**src/rtl/fifo_adapter_regs_pkg.sv**
```systemverilog
// Package: register addresses and fixed field values for the adapter register bank.
// Assumes a 4-bit register address and a 16-bit host data word.
package fifo_adapter_regs_pkg;
    localparam int WORD_W = 16;
    localparam int ADDR_W = 4;

    localparam logic [ADDR_W-1:0] A_DATA   = 4'h0;
    localparam logic [ADDR_W-1:0] A_CTRL   = 4'h1;
    localparam logic [ADDR_W-1:0] A_IDENT  = 4'h3;
    localparam logic [ADDR_W-1:0] A_ADAPT  = 4'h7;
    localparam logic [ADDR_W-1:0] A_ACK    = 4'h9;
    localparam logic [ADDR_W-1:0] A_CNT_LO = 4'hA;
    localparam logic [ADDR_W-1:0] A_CNT_HI = 4'hB;

    localparam logic [7:0]        SENSE_BASE = 8'hC8;
    localparam logic [WORD_W-1:0] ACK_WORD   = 16'h0010;

    // Fields decoded from a write to the high counter address.
    typedef struct packed {
        logic [7:0] cnt_hi;
        logic       irq_en;
        logic       out_en;
        logic       cnt_clr;
        logic       last_clr;
        logic       spare;
        logic [2:0] mode;
    } hi_write_t;
endpackage

```
**src/rtl/fifo_adapter_sync.sv**
```systemverilog
// Multi-stage synchronizer for one asynchronous level.
// Assumes that STAGES >= 2 and that the input is a slow level.
module fifo_adapter_sync #(
    parameter int STAGES = 2
) (
    input  logic clk,
    input  logic rst_n,
    input  logic d_async,
    output logic q_sync
);
    logic [STAGES-1:0] chain_q;

    // Shift the asynchronous level through the flop chain.
    always_ff @(posedge clk) begin
        if (!rst_n) chain_q <= '0;
        else        chain_q <= {chain_q[STAGES-2:0], d_async};
    end

    assign q_sync = chain_q[STAGES-1];
endmodule

```
**src/rtl/fifo_adapter_counter.sv**
```systemverilog
// Word counter. It loads in a low part and a high part, counts down on word strobes and stops at zero.
// Assumes that CNT_W is between 17 and 24. Clear takes priority over loads, and loads take priority over counting.
module fifo_adapter_counter #(
    parameter int CNT_W = 24
) (
    input  logic             clk,
    input  logic             rst_n,
    input  logic             ld_lo,
    input  logic             ld_hi,
    input  logic             clr,
    input  logic [15:0]      lo_val,
    input  logic [CNT_W-17:0] hi_val,
    input  logic             dec,
    output logic [CNT_W-1:0] cnt,
    output logic             is_zero
);
    logic [CNT_W-1:0] cnt_q;

    // Update the count from clear, a load, or a completed word.
    always_ff @(posedge clk) begin
        if (!rst_n) begin
            cnt_q <= '0;
        end else if (clr) begin
            cnt_q <= '0;
        end else if (ld_lo || ld_hi) begin
            if (ld_lo) cnt_q[15:0]       <= lo_val;
            if (ld_hi) cnt_q[CNT_W-1:16] <= hi_val;
        end else if (dec && (cnt_q != '0)) begin
            cnt_q <= cnt_q - 1'b1;
        end
    end

    assign cnt     = cnt_q;
    assign is_zero = (cnt_q == '0);
endmodule

```
**src/rtl/fifo_adapter_rdmux.sv**
```systemverilog
// Read-side address decoder. It selects one of the assembled register words combinationally.
// Assumes that the caller has already built the sense, identity and status words.
module fifo_adapter_rdmux #(
    parameter int CNT_W = 24
) (
    input  logic [3:0]       addr,
    input  logic [15:0]      rx_word,
    input  logic [7:0]       sense,
    input  logic [15:0]      ident,
    input  logic [15:0]      status,
    input  logic [CNT_W-1:0] cnt,
    output logic [15:0]      rd_data
);
    import fifo_adapter_regs_pkg::*;
    localparam int HI_W = CNT_W - 16;

    logic [7:0] cnt_hi_byte;

    // Zero-extend the counter high part into a byte.
    always_comb begin
        cnt_hi_byte = '0;
        cnt_hi_byte[HI_W-1:0] = cnt[CNT_W-1:16];
    end

    // Pick the read word by address. Unused addresses read as zero.
    always_comb begin
        unique case (addr)
            A_DATA:   rd_data = rx_word;
            A_CTRL:   rd_data = {8'h00, sense};
            A_IDENT:  rd_data = ident;
            A_ADAPT:  rd_data = status;
            A_ACK:    rd_data = ACK_WORD;
            A_CNT_LO: rd_data = cnt[15:0];
            A_CNT_HI: rd_data = {cnt_hi_byte, 8'h00};
            default:  rd_data = '0;
        endcase
    end
endmodule

```
**src/rtl/fifo_adapter_regs.sv**
```systemverilog
// Host register bank of a 16-bit parallel FIFO adapter: write registers, line routing,
// status assembly, interrupt pending logic and the word counter.
// Assumes that all inputs except dev_attn are synchronous to clk. Reset is synchronous and active low.
module fifo_adapter_regs #(
    parameter int          CNT_W       = 24,
    parameter int          SYNC_STAGES = 2,
    parameter logic [2:0]  REVISION    = 3'd2
) (
    input  logic        clk,
    input  logic        rst_n,
    input  logic [3:0]  reg_addr,
    input  logic        wr_en,
    input  logic [15:0] wr_data,
    input  logic        rd_en,
    output logic [15:0] rd_data,
    input  logic [15:0] rx_word,
    output logic [15:0] tx_word,
    input  logic        word_done,
    input  logic        xfer_dir,
    input  logic        host_last,
    input  logic        dev_last,
    input  logic        dev_flag,
    input  logic        host_strobe,
    input  logic        dev_attn,
    input  logic        rx_ready,
    input  logic        tx_ready,
    input  logic        fifo_edge,
    input  logic        fifo_half,
    input  logic [5:0]  ext_status,
    output logic [5:0]  ctl_lines,
    output logic [2:0]  hs_mode,
    output logic        out_enable,
    output logic        last_clr,
    output logic        irq
);
    import fifo_adapter_regs_pkg::*;
    localparam int HI_W = CNT_W - 16;

    hi_write_t        hi_fields;
    logic             wr_data_sel, wr_ctrl_sel, wr_adapt_sel, wr_lo_sel, wr_hi_sel, ack_rd;
    logic [15:0]      tx_q;
    logic [5:0]       ctl_user_q;
    logic             dir_route_q, last_route_q;
    logic [2:0]       mode_q;
    logic             out_en_q, irq_en_q, last_clr_q, irq_pend_q;
    logic             attn_s, attn_prev_q, attn_rise;
    logic [CNT_W-1:0] cnt_q;
    logic             cnt_zero;
    logic             line4, line5;
    logic [7:0]       sense_byte;
    logic [15:0]      ident_word, status_word;

    assign hi_fields    = hi_write_t'(wr_data);
    assign wr_data_sel  = wr_en && (reg_addr == A_DATA);
    assign wr_ctrl_sel  = wr_en && (reg_addr == A_CTRL);
    assign wr_adapt_sel = wr_en && (reg_addr == A_ADAPT);
    assign wr_lo_sel    = wr_en && (reg_addr == A_CNT_LO);
    assign wr_hi_sel    = wr_en && (reg_addr == A_CNT_HI);
    assign ack_rd       = rd_en && (reg_addr == A_ACK);

    // Load the data, control and routing registers from host writes.
    always_ff @(posedge clk) begin
        if (!rst_n) begin
            tx_q         <= '0;
            ctl_user_q   <= '0;
            dir_route_q  <= 1'b1;
            last_route_q <= 1'b0;
        end else begin
            if (wr_data_sel)  tx_q <= wr_data;
            if (wr_ctrl_sel)  ctl_user_q <= wr_data[5:0];
            if (wr_adapt_sel) begin
                dir_route_q  <= wr_data[0];
                last_route_q <= wr_data[1];
            end
        end
    end

    // Capture the mode fields carried by a high counter write. The last-word clear is a single-cycle pulse.
    always_ff @(posedge clk) begin
        if (!rst_n) begin
            mode_q     <= '0;
            out_en_q   <= 1'b0;
            irq_en_q   <= 1'b0;
            last_clr_q <= 1'b0;
        end else begin
            last_clr_q <= wr_hi_sel && hi_fields.last_clr;
            if (wr_hi_sel) begin
                mode_q   <= hi_fields.mode;
                out_en_q <= hi_fields.out_en;
                irq_en_q <= hi_fields.irq_en;
            end
        end
    end

    fifo_adapter_sync #(.STAGES(SYNC_STAGES)) u_attn_sync (
        .clk     (clk),
        .rst_n   (rst_n),
        .d_async (dev_attn),
        .q_sync  (attn_s)
    );

    // Keep the previous synchronized attention level for edge detection.
    always_ff @(posedge clk) begin
        if (!rst_n) attn_prev_q <= 1'b0;
        else        attn_prev_q <= attn_s;
    end

    assign attn_rise = attn_s && !attn_prev_q;

    // Set the pending bit on an enabled attention edge, and clear it on an acknowledge read.
    always_ff @(posedge clk) begin
        if (!rst_n)                       irq_pend_q <= 1'b0;
        else if (attn_rise && irq_en_q)   irq_pend_q <= 1'b1;
        else if (ack_rd)                  irq_pend_q <= 1'b0;
    end

    fifo_adapter_counter #(.CNT_W(CNT_W)) u_counter (
        .clk     (clk),
        .rst_n   (rst_n),
        .ld_lo   (wr_lo_sel),
        .ld_hi   (wr_hi_sel && !hi_fields.cnt_clr),
        .clr     (wr_hi_sel && hi_fields.cnt_clr),
        .lo_val  (wr_data),
        .hi_val  (hi_fields.cnt_hi[HI_W-1:0]),
        .dec     (word_done),
        .cnt     (cnt_q),
        .is_zero (cnt_zero)
    );

    // Route the optional signals onto the top control and status lines.
    always_comb begin
        ctl_lines = ctl_user_q;
        if (dir_route_q) ctl_lines[5:4] = {xfer_dir, host_last};
        line4 = last_route_q ? dev_last : ext_status[4];
        line5 = irq_en_q     ? attn_s   : ext_status[5];
    end

    // Assemble the sense, identity and status words.
    always_comb begin
        sense_byte  = SENSE_BASE | {5'b0, irq_en_q, 1'b0, irq_pend_q};
        ident_word  = {5'b0, REVISION, 2'b0, 1'b1, 5'b0};
        status_word = {fifo_half, fifo_edge, dev_last, attn_s, cnt_zero,
                       line5, line4, ext_status[3],
                       host_strobe, dev_flag, tx_ready, rx_ready,
                       host_last, ext_status[2:0]};
    end

    fifo_adapter_rdmux #(.CNT_W(CNT_W)) u_rdmux (
        .addr    (reg_addr),
        .rx_word (rx_word),
        .sense   (sense_byte),
        .ident   (ident_word),
        .status  (status_word),
        .cnt     (cnt_q),
        .rd_data (rd_data)
    );

    assign tx_word    = tx_q;
    assign hs_mode    = mode_q;
    assign out_enable = out_en_q;
    assign last_clr   = last_clr_q;
    assign irq        = irq_pend_q;
endmodule

```
**config.mk**
```make
export PLATFORM = sky130hd
export DESIGN_NAME = fifo_adapter_regs
export DESIGN_NICKNAME = d
export VERILOG_FILES = /design/src/rtl/fifo_adapter_regs_pkg.sv /design/src/rtl/fifo_adapter_sync.sv /design/src/rtl/fifo_adapter_counter.sv /design/src/rtl/fifo_adapter_rdmux.sv /design/src/rtl/fifo_adapter_regs.sv
export SDC_FILE = /design/constraint.sdc
export NUM_CORES = 1
export LEC_CHECK = 0
export BUFFER_PORTS_ARGS = -buffer_cell sky130_fd_sc_hd__buf_2
export CORE_UTILIZATION = 51
export CTS_BUF_LIST = sky130_fd_sc_hd__clkbuf_8
export DETAILED_ROUTE_END_ITERATION = 10
export GPL_ROUTABILITY_DRIVEN = 0
export HOLD_SLACK_MARGIN = 0.02
export PLACE_DENSITY = 0.78
export SYNTH_ARGS = -nofsm -noshare
export SYNTH_HDL_FRONTEND = slang
export SYNTH_SLANG_ARGS = --single-unit
```
**constraint.sdc**
```tcl
create_clock -name clk -period 3.1 [get_ports clk]
set_input_delay 0.155 -clock clk [delete_from_list [all_inputs] [get_ports clk]]
set_output_delay 0.155 -clock clk [all_outputs]
set_load 0.03 [all_outputs]
```
==> results of run 1 <==
path summary, 6_finish.rpt:
check	slack, ns	endpoint	cells past startpoint	start
min	0.06	dir_route_q	2	rst_n
min reg2reg	0.44	u_attn_sync.chain_q[1]	1	u_attn_sync.chain_q[0]
max	0.39	u_counter.cnt[6]	5	u_counter.cnt[11]
max reg2reg	0.39	u_counter.cnt[6]	5	u_counter.cnt[11]
layer usage:
layer / GRT usage / vias up / share of wire
li1: - / 1863 / -
met1: 0.454 / 1865 / 0.42
met2: 0.473 / 274 / 0.43
met3: 0.0560 / 48 / 0.12
met4: 0.136 / 0 / 0.029
met5: 0 / - / 0
power by group through the flow:
stage | Clock, W | Combinational, W | Sequential (W)
global route | 0.000731 | 0.00263 | 0.00115
floorplan | 0 | 0.00191 | 0.00105
global placement | 0 | 0.00231 | 0.00112
detailed placement | 0 | 0.00235 | 0.00113
finish | 0.000698 | 0.00245 | 0.00113
CTS | 0.000701 | 0.00236 | 0.00112
cell families (layout without fill, tap and decap cells):
group / count (synthesis) / after routing / share of synthesized area
muxes: 12 / 12 / 0.0359
adders and majority gates: 1 / 1 / 0.00363
buffers and inverters: 52 / 141 / 0.0664
DFF: 58 / 58 / 0.337
AOI/OAI and AO/OA: 162 / 162 / 0.314
and+or+nand+nor: 169 / 169 / 0.244
worst reg2reg max path, stage by stage, from the launching register on:
cell,delay [ns]
dfxtp_1,0.36
or4_1,0.69
nand2b_1,0.35
o311ai_4,0.72
nand2_1,0.21
a32o_1,0.26
final cells by class:
cell class                 count  area (um^2)  share of cell area
inverter                      14         52.6              0.0126
multi-input combinational    344         2070               0.494
timing repair buffer         113          613               0.147
clock buffer                  11          151              0.0362
clock inverter                 3         40.0             0.00958
sequential                    58         1160               0.278
tap                           77         96.3              0.0230
cells in the final DEF (no fill, tap or decap), types with 5 or more instances in the layout:
cell type,synthesis,routed
buf_2,3,100
o21ai_0,21,20
o32ai_1,5,5
nand3_1,14,14
a31oi_1,6,6
a21oi_1,67,67
buf_4,4,11
nand2_1,72,72
clkbuf_8,0,11
a221o_1,5,5
inv_1,14,14
nor2_1,28,28
a22oi_1,12,12
a22o_1,10,10
dfxtp_1,58,58
o31ai_1,12,12
and2_1,6,6
nor3_1,11,11
nor4_1,10,10
mux2i_1,9,9
flip-flops by register name, indices dropped and copies added (netlist names):
register / flops
u_attn_sync.chain_q: 2
out_enable: 1
hs_mode: 3
ctl_user_q: 6
last_route_q: 1
dir_route_q: 1
irq: 1
tx_word: 16
irq_en_q: 1
attn_prev_q: 1
u_counter.cnt: 24
last_clr: 1
stage by stage:
stage | std cells | hold WS (ns) | cell area, um^2
after floorplan | 454 | 0.227 | 3450
after global placement | 605 | 0.364 | 3980
after detailed placement | 605 | 0.367 | 3980
after CTS | 620 | 0.0555 | 4180
after global routing | 620 | 0.0864 | 4180
final | 620 | 0.0591 | 4180
repair_timing:
item                                    in CTS  in global routing
endpoints found under the hold margin        1                  0
endpoints found under the setup margin       0                  0
hold buffers                                 1                  0
buffers inserted                             0                  0
gates resized for setup                      0                  0
==> results.yml, run 1 <==
drt:
  vias: 4050
  drtPass1Iterations: 10
  initialDrtViolationCount: 595
  drc: 16
  vias_per_cell: 6.53
  drt-total-wl_um: 11100
  ant_nets: 0
  wire_per_inst_um: 18.0
die:
  fp.dieW_um: 84.2
  start_util: 0.537
  die_h_um: 84.2
  die-area_um2: 7100
  ioPinCount: 101
  core_area_um2: 6420
  rows: 29
timing:
  setup-tns-final_ns: 0
  worstMarginPinSlew_ns: 0.948
  min_period_ns: 2.71
  fin_ws_ns: 0.393
  finalHoldViolCount: 0
  finalCritPeriodShare: 0.873
  report.final.slew_viol_count: 0
  grt_setup_unrepaired: "no"
  finalSetupViolCount: 0
  maxSlewHeadroom: 0.367
  skew_ns: 0.0122
  fmax_mhz: 369
power:
  peakVddDrop_uv: 652
  power.density_nw_per_um2: 1020
  p_seq_frac: 0.264
  swShare: 0.481
  pwr-share-comb: 0.573
  p_leak_nw: 1.76
  intPower_w: 0.00222
  finalPower_w: 0.00428
  p_switching_w: 0.00206
  p_clk_frac: 0.163
clocking:
  clockBufferDepth: 2
  numCtsBuffers: 9
  numClockSinks: 58
  clkTransAtPathRegs_ns: 0.06
  cts.root.buffer_cell: "clkbuf_8"
  htreeDepth: 3
  cts_tree: "yes"
  clkLatencyLatePin_ns: 0.34
setup_path:
  cpLargestDelayFamily: "simple AND/OR/NAND/NOR gates"
  worstPathArrival_ns: 2.93
  cpMaxStageDelayCell: "o311ai_4"
  crit_fanout: 14
  critPathRequiredTime_ns: 3.33
  worst-path-buf-inv: 0
  cp-start-kind: "flop"
  worstSetupEndpointType: "flop"
  crit_type: "flop to flop"
  cp_slowest_stage_delay_ns: 0.72
  path_cells: "or4_1, nand2b_1, o311ai_4, nand2_1, a32o_1"
finish:
  nFillCells: 567
  antenna_cells: 0
  nNetsFinal: 598
  area_delta_synth_final_pct: 21.2
  drive_gt1_frac: 0.256
  postLayoutCoreUtil: 0.651
synthesis:
  syn_inst: 454
  synthDistinctLibCells: 51
  synth_top_area_frac: 0.337
  synth.most_common_cell: "nand2_1"
  synthArstFlopShare: 0
  yosys-top-cells-area: "dfxtp_1 (34%), a21oi_1 (9.7%), nand2_1 (7.8%)"
  yosys.area.top_type: "dfxtp_1"
  yosys_warnings: 0
  synth-seq-area-share: 0.337
  synth_area_um2: 3450
  yosys-top-cells-count: "nand2_1 (72), a21oi_1 (67), dfxtp_1 (58)"
  synth_fp_nets: 512
  synthFlopType: "dfxtp_1"
  synth-edff-count: 0
  synth_area_per_cell_um2: 7.60
  ys_ff_latch: 58
grt:
  grt_pass1_vias: 3629
  grt_remaining_overflow: 0
  grt_pass1_wl_um: 18000
  grt_max_degree: 31
  antenna_found_initial: 0
  grt.total_usage: 0.319
run_status:
  violations: "design-rule violations"
  status: "finished, violations left"
placed_design:
  place_ws_ns: 0.451
  io_buffer_count: 100
  hpwl_um: 7880
min_path:
  min_path_type: "input port to flop"
run:
  drv_cap: 0
Power figures use the tool's default switching activity.
==> inputs of run 2 (changes only) <==
--- a/config.mk
+++ b/config.mk
@@ -6,12 +6,12 @@
 export NUM_CORES = 1
 export LEC_CHECK = 0
 export BUFFER_PORTS_ARGS = -buffer_cell sky130_fd_sc_hd__buf_2
-export CORE_UTILIZATION = 51
+export CORE_UTILIZATION = 24
 export CTS_BUF_LIST = sky130_fd_sc_hd__clkbuf_8
 export DETAILED_ROUTE_END_ITERATION = 10
 export GPL_ROUTABILITY_DRIVEN = 0
 export HOLD_SLACK_MARGIN = 0.02
-export PLACE_DENSITY = 0.78
+export PLACE_DENSITY = 0.44
 export SYNTH_ARGS = -nofsm -noshare
 export SYNTH_HDL_FRONTEND = slang
 export SYNTH_SLANG_ARGS = --single-unit
==> constraint.sdc (replaced) <==
create_clock -name clk -period 2.25 [get_ports clk]
set_input_delay 0.1125 -clock clk [delete_from_list [all_inputs] [get_ports clk]]
set_output_delay 0.1125 -clock clk [all_outputs]
set_load 0.03 [all_outputs]
==> run 2 against run 1 <==
  * The flow now finishes without violations
  * Register-to-register slack worse by 0.37 ns
  * Critical path depth is 1 higher
  * Wire length is 30% higher
  * Sequential power is 32% higher
  * Largest power group unchanged
==> results.yml, run 2 (synthesis results as in run 1) <==
setup_path:
  critPathRequiredTime_ns: 2.48
  crit_type: "flop to flop"
  crit_fanout: 10
  cp-start-kind: "flop"
  r2r_start: "u_counter.cnt[19]"
  worstSetupEndpointType: "flop"
  r2r_slack_ns: 0.02
  worstPathArrival_ns: 2.46
  timing.rr.end: "u_counter.cnt[13]"
  r2r_cells: 6
min_path:
  hold_depth: 3
  min_path_type: "input port to flop"
  whs_endpoint: "last_clr"
  hold_start: "wr_data[4]"
die:
  start_util: 0.248
  core_area_um2: 13900
  die_h_um: 122
  die-area_um2: 14900
  fp.dieW_um: 122
  rows: 43
  ioPinCount: 101
grt:
  antenna_found_initial: 0
  met2_usage: 0.321
  grt_remaining_overflow: 0
  grt.total_usage: 0.197
  grt-busiest-layer: "met2"
  grt.met1_usage: 0.255
  grt_pass1_vias: 4023
  grt_max_degree: 30
  grt_pass1_wl_um: 21900
  met3_usage: 0.0379
clocking:
  cts_tree: "yes"
  clkLatencyLatePin_ns: 0.35
  clkTransAtPathRegs_ns: 0.07
  htreeDepth: 3
  numCtsBuffers: 9
  clockBufferDepth: 2
  cts.root.buffer_cell: "clkbuf_8"
  numClockSinks: 58
drt:
  drt-total-wl_um: 14500
  vias_per_cell: 5.30
  ant_nets: 0
  drc: 0
  initialDrtViolationCount: 295
  drtPass1Iterations: 5
  wire_per_inst_um: 18.7
  vias: 4109
power:
  peakVddDrop_uv: 569
  power.density_nw_per_um2: 1520
  p_leak_nw: 2.06
timing:
  grt_setup_unrepaired: "yes"
  finalSetupViolCount: 0
  finalCritPeriodShare: 0.991
  hold_slack_ns: 0.0416
  fin_ws_ns: 0.0206
  setup-tns-final_ns: 0
  fmax_mhz: 449
  min_period_ns: 2.23
  skew_ns: 0.00912
  maxSlewHeadroom: 0.597
  finalHoldViolCount: 0
  report.final.slew_viol_count: 0
  worstMarginPinSlew_ns: 0.600
finish:
  multi_input_area_um2: 2150
  area_delta_synth_final_pct: 41.0
  largest_reg_flops: 24
  seqCellArea_um2: 1160
  most-common-layout-cells: "buf_2 (99), nand2_1 (72), a21oi_1 (66)"
  nFillCells: 1555
  layout_commonest_cell: "buf_2"
  nNetsFinal: 649
  drive_gt1_frac: 0.338
  antenna_cells: 0
  finalNonFillerCells: 775
placed_design:
  hpwl_um: 10600
  io_buffer_count: 100
  placedCellCount: 750
  place_ws_ns: 0.0327
run:
  drv_cap: 0
run_status:
  status: "completed"
-- run 2: worst max-delay path by stage --
stage | start | endpoint | slack, ns | depth (start not counted)
2_1_floorplan | u_counter.cnt[18] | u_counter.cnt[18] | 0.004 | 6
3_3_place_gp | u_counter.cnt[11] | u_counter.cnt[19] | 0.08 | 7
3_5_place_dp | u_counter.cnt[18] | u_counter.cnt[4] | 0.03 | 6
4_1_cts | u_counter.cnt[0] | rd_data[11] | 0.007 | 9
5_1_grt | u_counter.cnt[1] | rd_data[11] | -0.04 | 9
6_report | u_counter.cnt[19] | u_counter.cnt[13] | 0.02 | 6
-- run 2: layout make-up --
class                   count  area share
clock inverters             5      0.0211
inverters                  14      0.0108
repair buffers            164       0.213
flip-flops and latches     58       0.239
multi-input cells         344       0.441
well taps                 180      0.0463
clock buffers              10      0.0283
-- run 2: repair_timing --
item | CTS | global route
endpoints found under the setup margin | 1 | 22
gates resized for setup | 4 | 16
setup buffers | 1 | 4
pin swaps | 2 | 6
hold buffers | 5 | 0
endpoints found under the hold margin | 5 | 0
-- run 2: worst max-delay path, stage by stage, from the launching register on --
cell,delay [ns]
dfxtp_2,0.32
or3_4,0.38
or4_4,0.54
o311a_4,0.34
buf_4,0.18
o21ai_0,0.24
a21oi_1,0.10
-- run 2: metrics by stage --
step / util / instance area, um^2 / power (W)
6_report: 0.349 / 4860 / 0.00741
5_1_grt: 0.349 / 4860 / 0.00785
4_1_cts: 0.342 / 4770 / 0.00702
3_5_place_dp: 0.319 / 4450 / 0.00568
3_3_place_gp: 0.319 / 4450 / 0.00565
2_1_floorplan: - / 3470 / 0.00414
-- run 2: metal layers --
metal	vias to the layer above	wire, um
met5	-	0
met4	0	316
met3	22	979
met2	172	6780
met1	1954	6410
li1	1961	-
-- run 2: power by group --
group / switching [W] / internal [W] / total (W)
clock: 0.000449 / 0.000758 / 0.00121
combinational: 0.00259 / 0.00212 / 0.00471
sequential: 0.000244 / 0.00124 / 0.00149
total: 0.00329 / 0.00412 / 0.00741
